[src/rtl/cv_readback.sv]
module cv_readback #(
  parameter int CV_W = 10,
  parameter int DATA_W = 8,
  localparam int IDX_W = $clog2(DATA_W)
) (
  input  logic              clk,
  input  logic              rst_n,
  input  logic              start,
  input  logic              byte_mode,
  input  logic [CV_W-1:0]   cv_num,
  output logic              q_valid,
  input  logic              q_ready,
  output logic [CV_W-1:0]   q_cv,
  output logic              q_byte,
  output logic [IDX_W-1:0]  q_bit,
  output logic [DATA_W-1:0] q_data,
  input  logic              rsp_valid,
  input  logic              rsp_ack,
  output logic [DATA_W-1:0] result,
  output logic              done,
  output logic              fail,
  output logic              busy
);
  localparam logic [IDX_W-1:0]  LAST_BIT = IDX_W'(DATA_W - 1);
  localparam logic [DATA_W-1:0] LAST_CAND = '1;

  typedef enum logic [1:0] {S_IDLE, S_REQ, S_WAIT} state_t;
  state_t state;

  logic [CV_W-1:0]   cv_q;
  logic              mode_q;
  logic [IDX_W-1:0]  idx;
  logic [DATA_W-1:0] cand;

  wire got = (state == S_WAIT) && rsp_valid;

  assign busy    = (state != S_IDLE);
  assign q_valid = (state == S_REQ);
  assign q_cv    = cv_q;
  assign q_byte  = mode_q;
  assign q_bit   = mode_q ? '0 : idx;
  assign q_data  = mode_q ? cand : DATA_W'(1);

  always_ff @(posedge clk) begin
    if (!rst_n) begin
      state  <= S_IDLE;
      cv_q   <= '0;
      mode_q <= 1'b0;
      idx    <= '0;
      cand   <= '0;
      result <= '0;
      done   <= 1'b0;
      fail   <= 1'b0;
    end else begin
      done <= 1'b0;
      case (state)
        S_IDLE: if (start) begin
          state  <= S_REQ;
          cv_q   <= cv_num;
          mode_q <= byte_mode;
          idx    <= '0;
          cand   <= '0;
          result <= '0;
          fail   <= 1'b0;
        end
        S_REQ: if (q_ready) state <= S_WAIT;
        S_WAIT: if (got) begin
          if (!mode_q) begin
            result[idx] <= rsp_ack;
            if (idx == LAST_BIT) begin
              state <= S_IDLE;
              done  <= 1'b1;
            end else begin
              idx   <= idx + 1'b1;
              state <= S_REQ;
            end
          end else if (rsp_ack) begin
            result <= cand;
            done   <= 1'b1;
            state  <= S_IDLE;
          end else if (cand == LAST_CAND) begin
            result <= LAST_CAND;
            fail   <= 1'b1;
            done   <= 1'b1;
            state  <= S_IDLE;
          end else begin
            cand  <= cand + 1'b1;
            state <= S_REQ;
          end
        end
        default: state <= S_IDLE;
      endcase
    end
  end


  req_hold_chk: assert property (@(posedge clk) disable iff (!rst_n)
    q_valid && !q_ready |=> q_valid && $stable(q_cv) && $stable(q_data) && $stable(q_bit) && $stable(q_byte));

  one_outstanding_chk: assert property (@(posedge clk) disable iff (!rst_n)
    q_valid && q_ready |=> !q_valid);

  byte_hit_chk: assert property (@(posedge clk) disable iff (!rst_n)
    got && mode_q && rsp_ack |=> done && !fail && !q_valid && result == $past(q_data));

  fail_value_chk: assert property (@(posedge clk) disable iff (!rst_n)
    fail |-> result == LAST_CAND);

  done_pulse_chk: assert property (@(posedge clk) disable iff (!rst_n)
    done |=> !done);

  hold_chk: assert property (@(posedge clk) disable iff (!rst_n)
    !busy && !start |=> $stable(result) && $stable(fail));
endmodule

[config.mk]
export PLATFORM = sky130hd
export DESIGN_NAME = cv_readback
export DESIGN_NICKNAME = d
export VERILOG_FILES = /design/src/rtl/cv_readback.sv
export SDC_FILE = /design/constraint.sdc
export NUM_CORES = 1
export LEC_CHECK = 0
export ABC_AREA = 1
export BUFFER_PORTS_ARGS = -buffer_cell sky130_fd_sc_hd__buf_2
export CORE_MARGIN = 4
export CORE_UTILIZATION = 25
export CTS_BUF_LIST = sky130_fd_sc_hd__clkbuf_2 sky130_fd_sc_hd__clkbuf_4 sky130_fd_sc_hd__clkbuf_8
export CTS_CLUSTER_DIAMETER = 30
export DETAILED_ROUTE_END_ITERATION = 16
export GPL_TIMING_DRIVEN = 0
export PLACE_DENSITY = 0.46
export SYNTH_ARGS = -nofsm -noshare
export SYNTH_HDL_FRONTEND = slang
export SYNTH_SLANG_ARGS = --single-unit
[constraint.sdc]
create_clock -name clk -period 2.4 [get_ports clk]
set_clock_uncertainty 0.2 [all_clocks]
set_input_delay 0.12 -clock clk [delete_from_list [all_inputs] [get_ports clk]]
set_output_delay 0.12 -clock clk [all_outputs]
set_load 0.02 [all_outputs]
==> metrics.log <==
INFO  metric run_status = finished clean
INFO  metric worst-slew-pin-transition = 635 ps
INFO  metric synth_top_area_cell = dfxtp_1
INFO  metric cap_viol_max_count = 0
INFO  metric worst_hold_path_type = input pin to register
INFO  metric fp.dieW = 96.1 µm
INFO  metric place.gp.congestion = 0.833
INFO  metric finalNetCount = 403
INFO  metric synthDominantCellAreaShare = 35.1%
INFO  metric core_area = 7410 µm²
INFO  metric vdd_drop_max = 0.000279 V
INFO  metric final_hold_vio_count = 0
INFO  metric max_slew_margin = 57.6%
INFO  metric grt_first_pass_wirelength = 9.48 mm
INFO  metric unrepaired_setup_endpoints_after_global_routing = false
INFO  metric timing.setup.critical_path_class = input pin to register
INFO  metric fin_crit = 2060 ps
INFO  metric ctsResizeCount = 0
INFO  metric crit_top_cell = dlygate4sd3_1
INFO  metric place.port_buffers = 50
INFO  metric cp.required = 2380 ps
INFO  metric cts_tree = yes
INFO  metric drt_wl_total = 5.62 mm
INFO  metric worstPathMaxFanout = 10
INFO  metric internal-power = 1.00 mW
INFO  metric avg_vias_per_cell = 4.34
INFO  metric wl_per_cell = 11.6 µm
INFO  metric final.setup.tns = 0 ps
INFO  metric crit_chain = dlygate4sd3_1 -> buf_2 -> inv_1 -> clkbuf_1 -> a21oi_1 -> dlygate4sd3_1
INFO  metric cts_max_path_buffers = 2
INFO  metric groute.usage.overall = 13.1%
INFO  metric crit_slowest_cell = dlygate4sd3_1
INFO  metric grt_overflow_total = 0
INFO  metric postSynthCellCount = 309
INFO  metric slew_violations = 0
INFO  metric grt_antenna_before_repair = 0
INFO  metric io_pins = 51
INFO  metric chipHeight = 96.1 µm
INFO  metric via_count = 2097
INFO  metric combinational_power_share = 28.4%
INFO  metric total_switching_power = 0.549 mW
INFO  metric postSynthRegisterBits = 34
INFO  metric drt_iter0_markers = 96
INFO  metric critical-path-max-stage-delay = 590 ps
INFO  metric cts-htree-levels = 2
INFO  metric final_layout_size_suffix_gt1_share = 21.1%
INFO  metric crit_path_start_kind = input pin
INFO  metric share_seq_of_total_power = 42.5%
INFO  metric yosysSeqAreaShare = 35.1%
INFO  metric worst_setup_path_end_kind = register
INFO  metric synth_warnings = 0
INFO  metric synth_area_per_cell = 6.28 µm²
INFO  metric dpl.hpwl = 4.10 mm
INFO  metric diode_count = 0
INFO  metric topRoutingLayerUsed = met4
INFO  metric path_clk_slew = 80 ps
INFO  metric cts_sinks = 34
INFO  metric synth_edf_count = 0
INFO  metric grt_pass1_vias = 2021
INFO  metric setup-violations-final = 0
INFO  metric netSwitchingFraction = 35.4%
INFO  metric min_period_over_period = 85.7%
INFO  metric fillCellCount = 812
INFO  metric synth_flop_cell = dfxtp_1
INFO  metric detail_route.wirelength.met1 = 2.73 mm
INFO  metric syn_area = 1940 µm²
INFO  metric synth_area_leaders = dfxtp_1, nand2_1, nor2_1, inv_1, nand3_1
INFO  metric yosysUniqueCellTypes = 26
INFO  metric p_leak = 1.25 nW
INFO  metric final_cell_mix = nand2_1, nor2_1, buf_2, inv_1, dfxtp_1
INFO  metric drt-pass1-iter-count = 4
INFO  metric clock_latency = 280 ps
INFO  metric clockRootBuffer = clkbuf_8
INFO  metric initial_core_util = 26.2%
INFO  metric powerDensity = 600 nW/µm²
INFO  metric antenna_left = 0
INFO  metric final_core_util = 34.8%
INFO  metric grt_start_max_net_pins = 12
INFO  metric clock_network_fraction_of_total_power = 29.1%
INFO  metric wl_met3 = 396 µm
INFO  metric cts-buffers-inserted = 5
INFO  metric drc = 0
INFO  metric syn2layout_area_growth = 32.9%
INFO  metric syn-num-nets = 329
INFO  metric die_area = 9240 µm²
INFO  metric achievable-frequency = 486 MHz
INFO  metric final_common_cell = nand2_1
INFO  metric total_length_of_routed_met2_wires = 2.44 mm
INFO  metric rows = 31
INFO  metric postSynth.asyncResetShare = 0%
INFO  metric arrival = 2030 ps
-- worst max-delay path: cells and delay by family --
| kind | cells | cell delay, ps |
|---|---|---|
| compound gates | 1 | 80 |
| buf+inv | 5 | 1830 |
-- area by class of cell --
class	count	area [µm²]	area share, %
well taps	99	124	4.80
clock inverters	2	12.5	0.485
plain buffers	8	35.0	1.36
repair buffers	67	420	16.3
clock buffers	6	82.6	3.20
flip-flops and latches	34	681	26.4
multi-input cells	227	1070	41.6
inverters	40	153	5.91
-- sequential cells by signal (all words and copies together), names as in the netlist --
| signal | cells |
|---|---|
| q_byte | 1 |
| fail | 1 |
| state | 2 |
| done | 1 |
| result | 8 |
| q_cv | 10 |
| idx | 3 |
| cand | 8 |
-- through the flow --
step                std cells  hold WS, ps  instance area (µm²)  total power, mW  worst slack (ps)
floorplan                 309         54.9                 1940            0.957               799
global placement          458          142                 2320             1.09               575
detailed placement        458          152                 2320             1.09               563
CTS                       483         75.1                 2580             1.58               366
global route              483          152                 2580             1.66               224
finish                    483         79.4                 2580             1.55               343
-- cells by family (layout without fill, tap and decap cells) --
logic type	Yosys count	count (layout)	share of synthesized area, %
fa+ha+maj	3	3	1.93
flops	34	34	35.1
simple gates	178	178	40.7
compound gates	46	46	12.6
buf+inv	48	123	9.66
-- power groups by stage --
stage	Sequential, mW	Clock, mW	Combinational, mW
2_1_floorplan	0.716	0	0.240
3_3_place_gp	0.670	0	0.419
3_5_place_dp	0.670	0	0.421
4_1_cts	0.658	0.477	0.446
5_1_grt	0.665	0.496	0.503
6_report	0.658	0.450	0.440
-- per-layer routing --
| metal | vias up | global-route usage, % |
|---|---|---|
| li1 | 1117 | - |
| met1 | 924 | 17.2 |
| met2 | 51 | 20.7 |
| met3 | 5 | 3.91 |
| met4 | 0 | 3.55 |
| met5 | - | 0 |
-- synthesized netlist by cell type, drive strengths merged (3+ instances only) --
cell / count
buf: 4
nand4: 3
nand3: 28
inv: 40
nand2: 76
dfxtp: 34
o21ai: 28
a21oi: 16
nor2: 69
clkbuf: 4
ha: 3
-- final timing paths --
check / cells past startpoint / from / slack (ps) / endpoint
worst max-delay path: 6 / rst_n / 340 / state[1]
worst min-delay path: 4 / rsp_ack / 80 / fail
worst max register to register: 7 / state[1] / 530 / q_byte
worst min register to register: 4 / result[2] / 310 / result[2]
-- timing repair --
| action | CTS | global route |
|---|---|---|
| hold buffers | 17 | 0 |
| hold endpoints to repair | 16 | 0 |
| setup buffers | 0 | 0 |
No activity file was read; power rests on OpenSTA's default activity.
